`src/rtl/fra_pkg.sv`:
```
package fra_pkg;
  localparam int BLK_SHIFT  = 12;
  localparam int LINE_SHIFT = 6;
  localparam int WORD_W     = 32;
  localparam int LINE_BYTES = 1 << LINE_SHIFT;
  localparam int LINE_W     = LINE_BYTES * 8;
  localparam int WORDS      = LINE_BYTES / 4;
  localparam int WSEL_W     = $clog2(WORDS);

  typedef enum logic [1:0] {
    ST_IDLE = 2'd0,
    ST_WAIT = 2'd1,
    ST_RESP = 2'd2
  } fra_state_e;
endpackage

```
`src/rtl/fra_region_check.sv`:
```
module fra_region_check
  import fra_pkg::*;
#(
  parameter int ADDR_W = 27,
  parameter int ID_W   = 8
) (
  input  logic [ADDR_W-BLK_SHIFT-1:0] base,
  input  logic [ADDR_W-BLK_SHIFT-1:0] limit,
  input  logic [ID_W-1:0]             rid_cfg,
  input  logic [ID_W-1:0]             rid_in,
  input  logic                        wr,
  input  logic [ADDR_W-1:0]           rel_addr,
  output logic [ADDR_W-3:0]           word_addr,
  output logic                        allow
);
  localparam int BLK_W = ADDR_W - BLK_SHIFT;

  function automatic logic [ADDR_W:0] to_linear(input logic [BLK_W-1:0] b,
                                                input logic [ADDR_W-1:0] rel);
    return {1'b0, b, {BLK_SHIFT{1'b0}}} + {1'b0, rel};
  endfunction

  function automatic logic [ADDR_W:0] region_top(input logic [BLK_W-1:0] l);
    return {1'b0, l, {BLK_SHIFT{1'b1}}};
  endfunction

  logic [ADDR_W:0] lin;
  logic            id_ok;
  logic            range_ok;

  always_comb begin
    lin       = to_linear(base, rel_addr);
    id_ok     = (rid_in == rid_cfg);
    range_ok  = (base <= limit) && (lin <= region_top(limit));
    allow     = id_ok && range_ok && !wr;
    word_addr = lin[ADDR_W-1:2];
  end
endmodule

```
`src/rtl/fra_arbiter.sv`:
```
module fra_arbiter #(
  parameter int NUM_MST = 4,
  localparam int IDX_W  = (NUM_MST > 1) ? $clog2(NUM_MST) : 1
) (
  input  logic [NUM_MST-1:0] req,
  output logic [NUM_MST-1:0] gnt,
  output logic [IDX_W-1:0]   idx,
  output logic               any
);
  always_comb begin
    idx = '0;
    any = 1'b0;
    for (int i = NUM_MST - 1; i >= 0; i--) begin
      if (req[i]) begin
        idx = IDX_W'(i);
        any = 1'b1;
      end
    end
    gnt = any ? (NUM_MST'(1) << idx) : '0;
  end
endmodule

```
`src/rtl/fra_line_cache.sv`:
```
module fra_line_cache
  import fra_pkg::*;
#(
  parameter int TAG_W = 21,
  parameter int IDX_W = 2
) (
  input  logic              clk,
  input  logic              rst_n,
  input  logic              clr,
  input  logic              fill,
  input  logic [TAG_W-1:0]  fill_tag,
  input  logic [IDX_W-1:0]  fill_owner,
  input  logic [LINE_W-1:0] fill_line,
  input  logic [TAG_W-1:0]  look_tag,
  input  logic [IDX_W-1:0]  look_owner,
  input  logic [WSEL_W-1:0] look_wsel,
  output logic              hit,
  output logic [WORD_W-1:0] rd_word,
  output logic              valid_o,
  output logic [IDX_W-1:0]  owner_o
);
  logic              valid_q;
  logic [TAG_W-1:0]  tag_q;
  logic [IDX_W-1:0]  owner_q;
  logic [LINE_W-1:0] line_q;

  always_ff @(posedge clk or negedge rst_n) begin
    if (!rst_n) begin
      valid_q <= 1'b0;
      tag_q   <= '0;
      owner_q <= '0;
      line_q  <= '0;
    end else if (fill) begin
      valid_q <= 1'b1;
      tag_q   <= fill_tag;
      owner_q <= fill_owner;
      line_q  <= fill_line;
    end else if (clr) begin
      valid_q <= 1'b0;
      tag_q   <= '0;
      owner_q <= '0;
      line_q  <= '0;
    end
  end

  always_comb begin
    hit     = valid_q && (tag_q == look_tag) && (owner_q == look_owner);
    rd_word = line_q[look_wsel*WORD_W +: WORD_W];
    valid_o = valid_q;
    owner_o = owner_q;
  end
endmodule

```
`src/rtl/fra_access_ctrl.sv`:
```
module fra_access_ctrl
  import fra_pkg::*;
#(
  parameter int NUM_MST = 4,
  parameter int ADDR_W  = 27,
  parameter int ID_W    = 8
) (
  input  logic                                 clk,
  input  logic                                 rst_n,
  input  logic [NUM_MST-1:0]                   req_valid,
  input  logic [NUM_MST-1:0]                   req_wr,
  input  logic [NUM_MST*ID_W-1:0]              req_id,
  input  logic [NUM_MST*ADDR_W-1:0]            req_addr,
  input  logic [NUM_MST*ID_W-1:0]              cfg_rid,
  input  logic [NUM_MST*(ADDR_W-BLK_SHIFT)-1:0] cfg_base,
  input  logic [NUM_MST*(ADDR_W-BLK_SHIFT)-1:0] cfg_limit,
  output logic [NUM_MST-1:0]                   rsp_valid,
  output logic                                 rsp_err,
  output logic [WORD_W-1:0]                    rsp_data,
  output logic                                 fl_req,
  output logic [ADDR_W-LINE_SHIFT-1:0]         fl_addr,
  input  logic                                 fl_valid,
  input  logic [LINE_W-1:0]                    fl_line,
  input  logic [NUM_MST-1:0]                   viol_clr,
  output logic [NUM_MST-1:0]                   viol_sts
);
  localparam int BLK_W = ADDR_W - BLK_SHIFT;
  localparam int TAG_W = ADDR_W - LINE_SHIFT;
  localparam int WA_W  = ADDR_W - 2;
  localparam int IDX_W = (NUM_MST > 1) ? $clog2(NUM_MST) : 1;

  // per-master protection checks
  logic [NUM_MST-1:0] allow_v;
  logic [WA_W-1:0]    wa_v [NUM_MST];

  for (genvar g = 0; g < NUM_MST; g++) begin : g_chk
    fra_region_check #(.ADDR_W(ADDR_W), .ID_W(ID_W)) u_chk (
      .base      (cfg_base [g*BLK_W  +: BLK_W]),
      .limit     (cfg_limit[g*BLK_W  +: BLK_W]),
      .rid_cfg   (cfg_rid  [g*ID_W   +: ID_W]),
      .rid_in    (req_id   [g*ID_W   +: ID_W]),
      .wr        (req_wr[g]),
      .rel_addr  (req_addr [g*ADDR_W +: ADDR_W]),
      .word_addr (wa_v[g]),
      .allow     (allow_v[g])
    );
  end

  // arbitration
  fra_state_e         state_q;
  logic [NUM_MST-1:0] arb_req;
  logic [NUM_MST-1:0] arb_gnt;
  logic [IDX_W-1:0]   arb_idx;
  logic               arb_any;

  assign arb_req = (state_q == ST_IDLE) ? req_valid : '0;

  fra_arbiter #(.NUM_MST(NUM_MST)) u_arb (
    .req (arb_req),
    .gnt (arb_gnt),
    .idx (arb_idx),
    .any (arb_any)
  );

  // selected request and named events
  logic            acc_ev;
  logic            acc_wr_ev;
  logic            sel_allow;
  logic [WA_W-1:0] sel_wa;
  logic            deny_ev;
  logic            hit_ev;
  logic            miss_ev;
  logic            clr_ev;
  logic            fill_ev;

  logic              cache_hit;
  logic [WORD_W-1:0] cache_word;
  logic              cache_valid;
  logic [IDX_W-1:0]  cache_owner;

  logic [NUM_MST-1:0] gnt_q;
  logic [IDX_W-1:0]   idx_q;
  logic [WA_W-1:0]    wa_q;

  always_comb begin
    acc_ev    = arb_any;
    sel_allow = allow_v[arb_idx];
    sel_wa    = wa_v[arb_idx];
    acc_wr_ev = acc_ev && req_wr[arb_idx];
    deny_ev   = acc_ev && !sel_allow;
    hit_ev    = acc_ev && sel_allow && cache_hit;
    miss_ev   = acc_ev && sel_allow && !cache_hit;
    clr_ev    = acc_ev && !req_wr[arb_idx] && cache_valid && (arb_idx != cache_owner);
    fill_ev   = (state_q == ST_WAIT) && fl_valid;
  end

  fra_line_cache #(.TAG_W(TAG_W), .IDX_W(IDX_W)) u_cache (
    .clk        (clk),
    .rst_n      (rst_n),
    .clr        (clr_ev),
    .fill       (fill_ev),
    .fill_tag   (wa_q[WA_W-1:WSEL_W]),
    .fill_owner (idx_q),
    .fill_line  (fl_line),
    .look_tag   (sel_wa[WA_W-1:WSEL_W]),
    .look_owner (arb_idx),
    .look_wsel  (sel_wa[WSEL_W-1:0]),
    .hit        (cache_hit),
    .rd_word    (cache_word),
    .valid_o    (cache_valid),
    .owner_o    (cache_owner)
  );

  // control sequence and response registers
  logic [NUM_MST-1:0] rsp_valid_q;
  logic               rsp_err_q;
  logic [WORD_W-1:0]  rsp_data_q;
  logic [WORD_W-1:0]  fl_word;

  assign fl_word = fl_line[wa_q[WSEL_W-1:0]*WORD_W +: WORD_W];

  always_ff @(posedge clk or negedge rst_n) begin
    if (!rst_n) begin
      state_q     <= ST_IDLE;
      gnt_q       <= '0;
      idx_q       <= '0;
      wa_q        <= '0;
      rsp_valid_q <= '0;
      rsp_err_q   <= 1'b0;
      rsp_data_q  <= '0;
    end else begin
      unique case (state_q)
        ST_IDLE: begin
          if (acc_ev) begin
            gnt_q <= arb_gnt;
            idx_q <= arb_idx;
            wa_q  <= sel_wa;
            if (deny_ev) begin
              rsp_valid_q <= arb_gnt;
              rsp_err_q   <= 1'b1;
              rsp_data_q  <= '1;
              state_q     <= ST_RESP;
            end else if (hit_ev) begin
              rsp_valid_q <= arb_gnt;
              rsp_err_q   <= 1'b0;
              rsp_data_q  <= cache_word;
              state_q     <= ST_RESP;
            end else if (miss_ev) begin
              state_q     <= ST_WAIT;
            end
          end
        end
        ST_WAIT: begin
          if (fl_valid) begin
            rsp_valid_q <= gnt_q;
            rsp_err_q   <= 1'b0;
            rsp_data_q  <= fl_word;
            state_q     <= ST_RESP;
          end
        end
        ST_RESP: begin
          rsp_valid_q <= '0;
          rsp_err_q   <= 1'b0;
          rsp_data_q  <= '0;
          state_q     <= ST_IDLE;
        end
        default: state_q <= ST_IDLE;
      endcase
    end
  end

  // sticky violation flags: set beats clear
  logic [NUM_MST-1:0] viol_q;

  always_ff @(posedge clk or negedge rst_n) begin
    if (!rst_n) viol_q <= '0;
    else        viol_q <= (viol_q & ~viol_clr) | (deny_ev ? arb_gnt : '0);
  end

  assign rsp_valid = rsp_valid_q;
  assign rsp_err   = rsp_err_q;
  assign rsp_data  = rsp_data_q;
  assign fl_req    = (state_q == ST_WAIT);
  assign fl_addr   = wa_q[WA_W-1:WSEL_W];
  assign viol_sts  = viol_q;
endmodule

```
`config.mk`:
```
export PLATFORM = sky130hd
export DESIGN_NAME = fra_access_ctrl
export DESIGN_NICKNAME = d
export VERILOG_FILES = /design/src/rtl/fra_pkg.sv /design/src/rtl/fra_region_check.sv /design/src/rtl/fra_arbiter.sv /design/src/rtl/fra_line_cache.sv /design/src/rtl/fra_access_ctrl.sv
export SDC_FILE = /design/constraint.sdc
export NUM_CORES = 1
export LEC_CHECK = 0
export CORE_AREA = 2 2 346 348
export CTS_BUF_LIST = sky130_fd_sc_hd__clkbuf_16
export CTS_CLUSTER_SIZE = 24
export DETAILED_ROUTE_END_ITERATION = 6
export DIE_AREA = 0 0 348 350
export HOLD_SLACK_MARGIN = 0.15
export PLACE_DENSITY = 0.66
export SLEW_MARGIN = 20
export SYNTH_ARGS = -nofsm -noshare
export SYNTH_HDL_FRONTEND = slang
export SYNTH_SLANG_ARGS = --single-unit
```
`constraint.sdc`:
```
create_clock -name clk -period 4.4 [get_ports clk]
set_input_delay 1.32 -clock clk [delete_from_list [all_inputs] [get_ports clk]]
set_output_delay 1.32 -clock clk [all_outputs]
set_load 0.01 [all_outputs]
```
Word-level counts from Yosys, hierarchy flattened
Index checks and enable logic that the tools add are counted.
- add/subtract/negate cells: 4
- magnitude comparators: 10
- eq/ne operators: 13
- shift operators: 3
- muxes and demuxes: 47
- bitwise operators: 4
- reduce and logical (&&, ||, !) cells: 35
- operator list (operator ; count):
    two-way mux 512 bit ; 2
    variable part select 512 x 10 -> 32 bit ; 2
    two-way mux 32 bit ; 4
    adder 27 x 27 -> 28 bit ; 4
    <= comparator 28 x 27 -> 1 bit ; 4
    one-hot mux 32 bit (3 select lines) ; 1
    <= comparator 15 bit ; 4
    binary-select mux 25 bit (select 2 bit) ; 1
    two-way mux 25 bit ; 2
    two-way mux 21 bit ; 2
    == test 8 bit ; 4
    two-way mux 4 bit ; 7
    logical AND 1 bit ; 22
    two-way mux 2 bit ; 11
    == test 21 bit ; 1
    two-way mux 1 bit ; 12
    one-hot mux 4 bit (3 select lines) ; 1
    zero test 1 bit ; 7
    bitwise AND 4 bit ; 1
    binary-select mux 1 bit (select 2 bit) ; 2
    != test 4 bit (second input constant) ; 1
    NOT 4 bit ; 1
    bitwise OR 4 bit ; 1
    one-hot mux 2 bit (2 select lines) ; 1
    other kinds (18) ; 18
- flip-flop bits (word level): 610
- bits of input ports: 819
- output and inout bits: 63
- logic and storage cells: 128

Depth between registers and ports, before layout
Gate-level depths: netlist of the first run.
- depth in word-level cells: 20
- depth in mapped cells: 21
- depth with buffers taken out: 20

Hierarchy
A second synthesis of the first run with hierarchy kept.
- cells, all modules: 4037
- area total of the unflattened synthesis: 40742.8 um2
- by module, submodules not included (module ; times used ; cells an instance ; area an instance (um2) ; seq. area each (um2)):
    fra_line_cache ; 1 ; 2571 ; 25938.6 ; 13412.9
    fra_access_ctrl ; 1 ; 603 ; 8267.9 ; 1851.8
    fra_region_check ; 4 ; 213 ; 1621.6 ; 0.0
    fra_arbiter ; 1 ; 11 ; 50.0 ; 0.0

Worst setup path after synthesis of the first run
Ideal clock, no wire load.
- path type: input port to flip-flop
- start: input port req_addr[12]
- end: register rsp_data_q[10] (netlist: rsp_data[10])
- library setup time: 125 ps
- data arrival time: 5684 ps
- data required time: 4275 ps
- slack: -1409 ps
- stages: 21
- path buffers: 1
- cell sequence: ha_1 -> inv_1 -> fa_1 -> nand2b_1 -> a211oi_1 -> o211ai_1 -> or4b_2 -> o211ai_1 -> ha_1 -> o21ai_0 -> nand2b_1 -> a21oi_1 -> a31oi_1 -> a211o_1 -> nor3_1 -> a211oi_1 -> o31ai_1 -> nand2_1 -> o21ai_4 -> buf_6 -> mux2_4
- longest elaborated chain between the ends: 12
- elaborated cells between the ends (all ways): 22
- those cells by class: 1 x add/sub; 1 x order compare; 2 x eq/ne; 8 x mux; 10 x reduce/logical
- RTL lines (item ; line ; text):
    start, declared ; fra_access_ctrl.sv:13 ; input logic [NUM_MST*ADDR_W-1:0] req_addr,
    adder 27 x 27 -> 28 bit (*) ; fra_region_check.sv:20 ; return {1'b0, b, {BLK_SHIFT{1'b0}}} + {1'b0, rel};
    <= comparator 28 x 27 -> 1 bit ; fra_region_check.sv:34 ; range_ok = (base <= limit) && (lin <= region_top(limit));
    logical AND 1 bit ; fra_region_check.sv:34 ;
    logical AND 1 bit (2 in a row) ; fra_region_check.sv:35 ; allow = id_ok && range_ok && !wr;
    binary-select mux 1 bit (select 2 bit) ; fra_access_ctrl.sv:87 ; sel_allow = allow_v[arb_idx];
    two-way mux 1 bit (not written as such) ; fra_access_ctrl.sv:87 ;
    zero test 1 bit ; fra_access_ctrl.sv:90 ; deny_ev = acc_ev && !sel_allow;
    logical AND 1 bit ; fra_access_ctrl.sv:90 ;
    two-way mux 32 bit ; fra_access_ctrl.sv:138 ; if (deny_ev) begin
    two-way mux 32 bit ; fra_access_ctrl.sv:134 ; if (acc_ev) begin
    one-hot mux 32 bit (3 select lines) ; fra_access_ctrl.sv:132 ; unique case (state_q)
    end signal, assigned ; fra_access_ctrl.sv:146 ; rsp_data_q <= cache_word;
    end signal, assigned ; fra_access_ctrl.sv:157 ; rsp_data_q <= fl_word;
    end, declared ; fra_access_ctrl.sv:117 ; logic [WORD_W-1:0] rsp_data_q;
Every way passes the cells marked *; elsewhere a longest branch is shown, timed or not. The select of a mux whose other input is x is not followed.
A chain may end at the register's enable or synchronous reset.

Worst setup path after layout of the first run
- start: input port cfg_base[11]
- end: register rsp_data_q[7] (netlist: rsp_data[7])
- longest elaborated chain between the ends: 12
- elaborated cells between the ends (all ways): 23
- those cells by class: 1 x add/sub; 2 x order compare; 2 x eq/ne; 8 x mux; 10 x reduce/logical
- RTL lines (item ; line ; text):
    start, declared ; fra_access_ctrl.sv:15 ; input logic [NUM_MST*(ADDR_W-BLK_SHIFT)-1:0] cfg_base,
    adder 27 x 27 -> 28 bit ; fra_region_check.sv:20 ;
    <= comparator 28 x 27 -> 1 bit ; fra_region_check.sv:34 ;
    logical AND 1 bit ; fra_region_check.sv:34 ;
    logical AND 1 bit (2 in a row) ; fra_region_check.sv:35 ;
    binary-select mux 1 bit (select 2 bit) ; fra_access_ctrl.sv:87 ;
    two-way mux 1 bit (not written as such) ; fra_access_ctrl.sv:87 ;
    zero test 1 bit ; fra_access_ctrl.sv:90 ;
    logical AND 1 bit ; fra_access_ctrl.sv:90 ;
    two-way mux 32 bit ; fra_access_ctrl.sv:138 ;
    two-way mux 32 bit ; fra_access_ctrl.sv:134 ;
    one-hot mux 32 bit (3 select lines) ; fra_access_ctrl.sv:132 ;
Several ways; a longest one is shown, not always the timed one. The select of a mux whose other input is x is not followed.

==> summary.md, run 1 <==
| Metric | Value |
|---|---|
| Cell area after layout | `0.0558 mm^2` |
| Slew headroom | `22.8%` |
| Placed inst area | `0.0521 mm^2` |
| RSZ-0062 raised after global routing | `true` |
| Clock network power share | `17.8%` |
| Endpoints failing hold | `0` |
| Synth Area per Inst | `between 10 and 15 um^2` |
| Leak | `approximately 25 nW` |
| Detailed Route WL | `about 190,000 um` |
| Area of the multi-input gates | `0.0215 mm^2` |
| Worst Tran Pin Value | `1160 ps` |
| Critical path required time | `4950 ps` |
| Die H | `around 350 um` |
| Logic gate share of total power | `51.8%` |
| Worst IR Drop VDD | `approximately 0.00034 V` |
| Worst path cell trace | `dlygate4sd2_1, ha_4, buf_4, and3_1, buf_4, a2111oi_4, a211oi_2, xor2_1, ha_2, a2111oi_2, nand4_1, a211o_1, nor3_4, a211oi_4, o31ai_4, buf_6, nand2b_4, clkbuf_16, a2bb2oi_2, mux2_4` |
| Maxcap violations | `0` |
| Post-route minimum period | `5170 ps` |
| Fillers | `about 11,000` |
| Root Driver | `clkbuf_16` |
| Total CTS buffers | `between 70 and 80` |
| Clock sink count | `about 600` |
| Avg WL per Cell | `30.9 um` |
| Initial Utilization | `about a third` |
| Post-route worst setup slack | `-767 ps` |
| Fin cells | `between 6,000 and 7,000` |
| Largest net degree at the start of global routing | `149` |
| HP Class | `flop to flop` |
| Antenna viol nets, final | `0` |
| Inst Count DP | `between 5,000 and 6,000` |
| Type of origin of the critical path | `input port` |
| Die X | `348 um` |
| CP max stage delay | `370 ps` |
| Ys async rst share | `100%` |
| Switching share of total power | `between 30% and 40%` |
| Total number of vias | `34,900` |
| Synth Instances | `between 3,000 and 4,000` |
| Fin Setup TNS | `-27,800 ps` |
| Worst Path Arrival | `~5700 ps` |
| Seq pwr share | `between 30 and 40%` |
| Final setup viols | `between 40 and 50` |
| Crit Path Max Fanout | `8` |
| Vias in the first global route | `35,700` |
| TritonCTS clock tree | `yes` |
| IO buf count | `between 800 and 900` |
| Clk_lat worst skew | `approximately 670 ps` |
| #FFs+latches synth | `610` |
| DRC Markers | `0` |
| Most frequent cells in the layout | `clkdlybuf4s50_1, dfrtp_1, buf_4, a22o_1, mux4_2` |
| Hold WS | `between 400 and 500 ps` |
| Layout cells sized above 1 | `between 20 and 30%` |
| F_max | `approximately 190 MHz` |
| Overall Global Routing Usage | `29.6%` |
| Power Dens Cells | `around 600 mW/mm^2` |
| Synth Cell Area | `roughly 0.037 mm^2` |
| DRT iter0 DRCs | `approximately 2,900` |
| Initial antenna violation count | `54` |
| Final HPWL DP | `around 150,000 um` |
| Status | `finished with violations` |
| Synth warn | `0` |
| Max Buffers Root-to-Sink | `3` |
| Failing checks | `negative setup slack` |
| Hold Buf Count CTS | `0` |
| Sequential fraction of the synthesis area | `40.9%` |
| Cell mode on critical path | `buf_4` |
| Fin crit share | `117%` |
| Top_reg_cell synth | `dfrtp_1` |
| Clock transition at path regs | `approximately 60 ps` |
| Core area | `~0.12 mm^2` |
| Number of flops mapped to enable cells by yosys | `0` |
| Critical Path Sink Type | `flop` |
| FF/Latch Area | `about 0.015 mm^2` |
| Die area | `0.122 mm^2` |
| First-pass GRT wire length | `approximately 260,000 um` |
| Worst Skew | `35.7 ps` |
| Layout area overhead | `49.4%` |
| Net switching power | `12.2 mW` |
| Pint | `20.3 mW` |
| DR vias/cell | `5.79` |
| Final GP Congestion | `1.02` |
| Worst path slowest cell | `a2111oi_4` |
| WS Path Type | `input port to flop` |
| Detailed Routing Iterations Pass 1 | `5` |
| Commonest non-fill, non-tap cell in the layout | `clkdlybuf4s50_1` |
| I/O pin cnt | `~880` |
| Yosys cell types | `79` |
| Syn nets | `slightly above 4,000` |
| Final total power | `32.5 mW` |
| Row cnt | `between 100 and 150` |
| Fin. max-slew vios | `0` |
| H-tree depth | `3` |
| Gr ovfl total | `0` |
| Net count reported at finish | `roughly 5,400` |
[synth_stat cells (4+ instances only)]
cell | n | share of area (%)
buf_1 | 34 | 0.34
and3_1 | 12 | 0.20
a211oi_1 | 56 | 1.1
and2_1 | 36 | 0.60
a2bb2oi_1 | 33 | 0.77
o22ai_1 | 10 | 0.17
a22o_1 | 539 | 13
nor4_1 | 8 | 0.13
nand2_1 | 224 | 2.3
nor2_1 | 65 | 0.65
a21o_1 | 32 | 0.64
a22oi_1 | 5 | 0.10
nor3_1 | 20 | 0.27
mux2_4 | 30 | 1.2
a31oi_1 | 48 | 0.80
fa_1 | 4 | 0.21
xnor2_1 | 52 | 1.2
a21oi_1 | 92 | 1.2
a221oi_1 | 6 | 0.14
nor3b_1 | 4 | 0.080
o21a_1 | 8 | 0.16
nand4_1 | 46 | 0.77
mux2_2 | 16 | 0.48
inv_1 | 103 | 1.0
o221ai_1 | 4 | 0.094
ha_1 | 183 | 6.1
mux2i_1 | 14 | 0.38
buf_2 | 20 | 0.27
nand3_1 | 30 | 0.40
buf_4 | 22 | 0.44
or3_1 | 4 | 0.067
nand2b_1 | 18 | 0.30
o21ai_0 | 65 | 0.87
a211o_1 | 8 | 0.19
a2111oi_0 | 9 | 0.21
nor2b_1 | 9 | 0.15
dfrtp_1 | 610 | 41
o31ai_1 | 8 | 0.16
mux4_2 | 288 | 17
o41ai_1 | 4 | 0.094
clkbuf_1 | 192 | 1.9
o211ai_1 | 14 | 0.28
xor2_1 | 44 | 1.0
[power by group through the flow]
stage	logic (mW)	clock network, mW	registers [mW]
final	16.9	5.78	9.89
after global routing	17.7	6.08	10.1
after CTS	16.6	5.87	9.79
after detailed placement	16.1	0	9.81
after global placement	15.9	0	9.76
after floorplan	9.34	0	9.11
[metal layers]
layer / wire length [um] / GRT usage [%]
met2: 92500 / 51.7
met3: 15200 / 6.45
met5: 360 / 0
met4: 14000 / 19.5
met1: 63600 / 32.6
[cell families (layout without fill, tap and decap cells)]
family	count (synthesis)	after routing	synth area share, %
compound gates	979	979	20.6
flops	610	610	40.9
fa+ha+maj	187	187	6.35
xor+xnor	96	96	2.25
mux	348	348	19.4
simple gates	494	494	6.32
other cells	0	28	0
buf+inv	375	1740	4.12
[worst paths after layout]
check                             start                  end  cells after the start  slack, ps
setup / recovery           cfg_base[11]          rsp_data[7]                     20       -770
hold / removal                 gnt_q[0]             gnt_q[0]                      2        480
setup reg to reg             state_q[1]         rsp_data[18]                     18        -10
hold reg to reg                gnt_q[0]             gnt_q[0]                      2        480
max in group asynchronous         rst_n             wa_q[11]                      2       2500
min in group asynchronous         rst_n  u_cache.line_q[305]                      1        700
[sequential cells by signal (all words and copies together) (netlist names), 2 cells and up]
name             flops
gnt_q                4
idx_q                2
rsp_data            32
rsp_valid            4
state_q              2
u_cache.line_q     512
u_cache.owner_o      2
u_cache.tag_q       21
viol_sts             4
wa_q                25
[worst max-delay path, delay by kind of cell]
kind	cells	cell delay [ps]
simple gates	4	730
compound gates	7	1680
buf+inv	5	990
xor+xnor	1	200
fa+ha+maj	2	470
mux	1	310
[layout make-up]
| type | count | area share (%) |
|---|---|---|
| Clock inverter | 56 | 0.861 |
| Antenna cell | 28 | 0.126 |
| Tap cell | 1536 | 3.45 |
| Timing Repair Buffer | 1509 | 25.7 |
| Multi-Input combinational cell | 2104 | 38.6 |
| Inverter | 104 | 0.704 |
| Clock buffer | 71 | 3.18 |
| Sequential cell | 610 | 27.4 |
[metrics by stage]
stage,util [%],worst slack [ps]
final,47.4,-767
after floorplan,-,-971
after global routing,47.3,-890
after CTS,46.8,-781
after global placement,44.2,-1870
after detailed placement,44.2,-1900
[repair_timing]
| action | CTS | global route |
|---|---|---|
| setup buffers | 46 | 15 |
| setup endpoints to repair | 43 | 276 |
| cloned | 3 | 2 |
| pin swaps | 51 | 82 |
| gates resized for setup | 163 | 122 |
Note: power is estimated with default switching activity, not from simulation.
==> run 2: changes to the inputs <==
- CORE_AREA: 2 2 346 348 -> not set
- CORE_ASPECT_RATIO: not set -> 1.5
- CORE_UTILIZATION: not set -> 28
- DIE_AREA: 0 0 348 350 -> not set
- PLACE_DENSITY: 0.66 -> not set
==> run 2 against run 1 <==
  * The flow still finishes with violations (negative setup slack)
  * Core utilization decreased by 4.8 points
  * Sequential share of layout area down 0.21 points
  * Via count is 1.1% lower
  * Final cell count up 3.5%
  * Count of clock-buffer cells in the layout is 5 lower
  * Combinational power down 5%
  * Clock power fell by 2%
  * Total power is 2.2% lower
  * Wire length is 2.6% lower
  * Hold slack is essentially flat
  * Non-clock buffer count up 24
  * Final area rose by 0.79%
  * Largest cell class unchanged
==> summary.md, run 2 (synthesis gave the netlist of run 1 again) <==
| Metric | Value |
|---|---|
| Status | `finished with violations` |
| Failing checks | `negative setup slack` |
| FF-to-FF Start | `state_q[1]` |
| Slew headroom | `33.3% (+10 points)` |
| Most frequent cells in the layout | `clkdlybuf4s50_1, dfrtp_1, buf_4, a22o_1, mux4_2` |
| Largest net degree at the start of global routing | `153 (+2.7%)` |
| Endpoints failing hold | `0 (unchanged)` |
| Commonest non-fill, non-tap cell in the layout | `clkdlybuf4s50_1` |
| Crit Path Max Fanout | `4 (-4)` |
| Net count reported at finish | `5,425 (+0.35%)` |
| Max Buffers Root-to-Sink | `3 (unchanged)` |
| Clock transition at path regs | `60 ps (about the same)` |
| Critical Path Sink Type | `flop` |
| Detailed Routing Iterations Pass 1 | `7 (+2)` |
| Power Dens Cells | `566 mW/mm^2 (-3.0%)` |
| Die area | `0.135 mm^2 (+11%)` |
| Final setup viols | `41 (unchanged)` |
| Final HPWL DP | `143,000 um (-4.2%)` |
| Root Driver | `clkbuf_16` |
| IO buf count | `881 (unchanged)` |
| Gr ovfl total | `0 (unchanged)` |
| Avg WL per Cell | `29.0 um (-5.9%)` |
| Flip-flop count of the largest register after layout | `512 (unchanged)` |
| Initial antenna violation count | `58 (+7.4%)` |
| Crit path launch | `cfg_base[35]` |
| Core area | `0.132 mm^2 (+12%)` |
| TritonCTS clock tree | `yes` |
| Hold WS | `478 ps (-0.0300 ps)` |
| Vias in the first global route | `36,700 (+2.9%)` |
| Clk_lat worst skew | `660 ps (about the same)` |
| Overall Global Routing Usage | `26.2% (-3.4 points)` |
| Post-route worst setup slack | `-759 ps (+8.51 ps)` |
| Worst Tran Pin Value | `1000 ps (-157 ps)` |
| Worst Path Arrival | `5680 ps (-30 ps)` |
| Detailed Route WL | `181,000 um (-2.6%)` |
| Antenna viol nets, final | `0 (unchanged)` |
| Layout cells sized above 1 | `28.0% (+0.20 points)` |
| R2R setup slack | `100 ps (+110 ps)` |
| Row cnt | `163 (+29%)` |
| H-tree depth | `3 (unchanged)` |
| Fin. max-slew vios | `0 (unchanged)` |
| Layout area overhead | `50.6%` |
| Die H | `449 um (+28%)` |
| Leak | `24.9 nW (+0.26%)` |
| Worst Skew | `35.5 ps (-0.265 ps)` |
| FF-to-FF path depth | `19 (+1)` |
| Hold_sp | `idx_q[1]` |
| Maxcap violations | `0 (unchanged)` |
| Initial Utilization | `28.3% (-3.4 points)` |
| Post-route minimum period | `5160 ps (-8.51 ps)` |
| Fin crit share | `117% (-0.19 points)` |
| Total CTS buffers | `66 (-7.0%)` |
| DRC Markers | `0 (unchanged)` |
| WS Path Type | `input port to flop` |
| I/O pin cnt | `882 (unchanged)` |
| Clock sink count | `610 (unchanged)` |
| Crit path capture | `rsp_data[10]` |
| Worst IR Drop VDD | `0.000368 V (+7.3%)` |
| Critical path required time | `4920 ps (-30 ps)` |
| Reg2reg end | `rsp_data[10]` |
| Total number of vias | `34,500 (-1.1%)` |
| First-pass GRT wire length | `256,000 um (-0.90%)` |
| Final GP Congestion | `1.02 (+0.38%)` |
| HP Class | `flop to flop` |
| F_max | `194 MHz (+0.16%)` |
| DR vias/cell | `5.53 (-4.5%)` |
| Type of origin of the critical path | `input port` |
| Largest register by flop count | `u_cache.line_q` |
| RSZ-0062 raised after global routing | `true` |
| Final total power | `31.8 mW (-2.2%)` |
| DRT iter0 DRCs | `2,480 (-15%)` |
| Die X | `300 um (-14%)` |
| Hold Buf Count CTS | `0 (unchanged)` |
run 2: cell count changes in the layout (fill, tap and decap cells not counted), sizes merged:
cell / change
clkinv: -2
dlymetal6s2s: -10
clkdlybuf4s50: +5
inv: -3
clkinvlp: -3
clkbuf: -4
bufinv: +3
diode: +2
dlygate4sd2: +10
buf: +20
clkdlybuf4s15: -2
run 2: what timing repair did:
item	in CTS	in global routing
gates resized for setup	196	84
endpoints found under the setup margin	43	43
cloned	3	1
pin swaps	76	67
buffers inserted	32	12
run 2: metal layers:
layer	GRT usage [%]	part of all wire (%)
met5	0	0.13
met4	18.2	7.4
met3	5.86	7.7
met2	44.7	49
met1	28.8	36
run 2: layout make-up:
type	count	area [um^2]
Timing Repair Buffer	1533	14600
Clock buffer	66	1650
Tap cell	1732	2170
Antenna cell	30	75.1
Fill cell	12400	75700
Clock inverter	51	475
Multi-Input combinational cell	2104	21600
Sequential cell	610	15300
Inverter	104	393
run 2: worst min-delay path by stage:
stage                                     end  slack [ps]  cells after the start
after floorplan                      gnt_q[0]         450                      2
after CTS                            idx_q[1]         480                      1
after global routing      u_cache.line_q[136]         510                      1
final                                idx_q[1]         480                      1
after detailed placement             idx_q[1]         470                      1
after global placement               idx_q[1]         460                      1
run 2: metrics by stage:
step           setup WS [ps]  setup TNS, ps  util, %  area (um^2)  std cells
3_5_place_dp           -2100        -117590     39.9        52700       6039
6_report                -759         -27090     42.6        56200       6230
4_1_cts                 -753         -26400     42.2        55700       6190
2_1_floorplan           -971         -35270        -        37400       3089
5_1_grt                 -957         -34140     42.6        56200       6220
3_3_place_gp           -2130        -120090     39.9        52700       6039
run 2: critical path: stages:
cell and delay (ps):
clkdlybuf4s50_1 570, ha_1 280, buf_4 150, nand2_1 90, a21oi_2 70, buf_4 150, o211ai_1 230, nand2_1 100
xor2_1 180, ha_1 330, a21oi_2 140, nor2b_1 50, o21ai_1 140, nand4_1 120, a32oi_2 270, a21oi_4 130
o31ai_4 400, nand2_4 90, o21ai_4 170, buf_12 150, buf_12 130, buf_16 130, mux2_4 290
run 2: power breakdown:
group	switching, mW	internal, mW	total (mW)	leakage [nW]
clock network	2.53	3.13	5.66	1.07
registers	1.96	8.06	10.0	7.89
logic	7.13	8.98	16.1	15.9
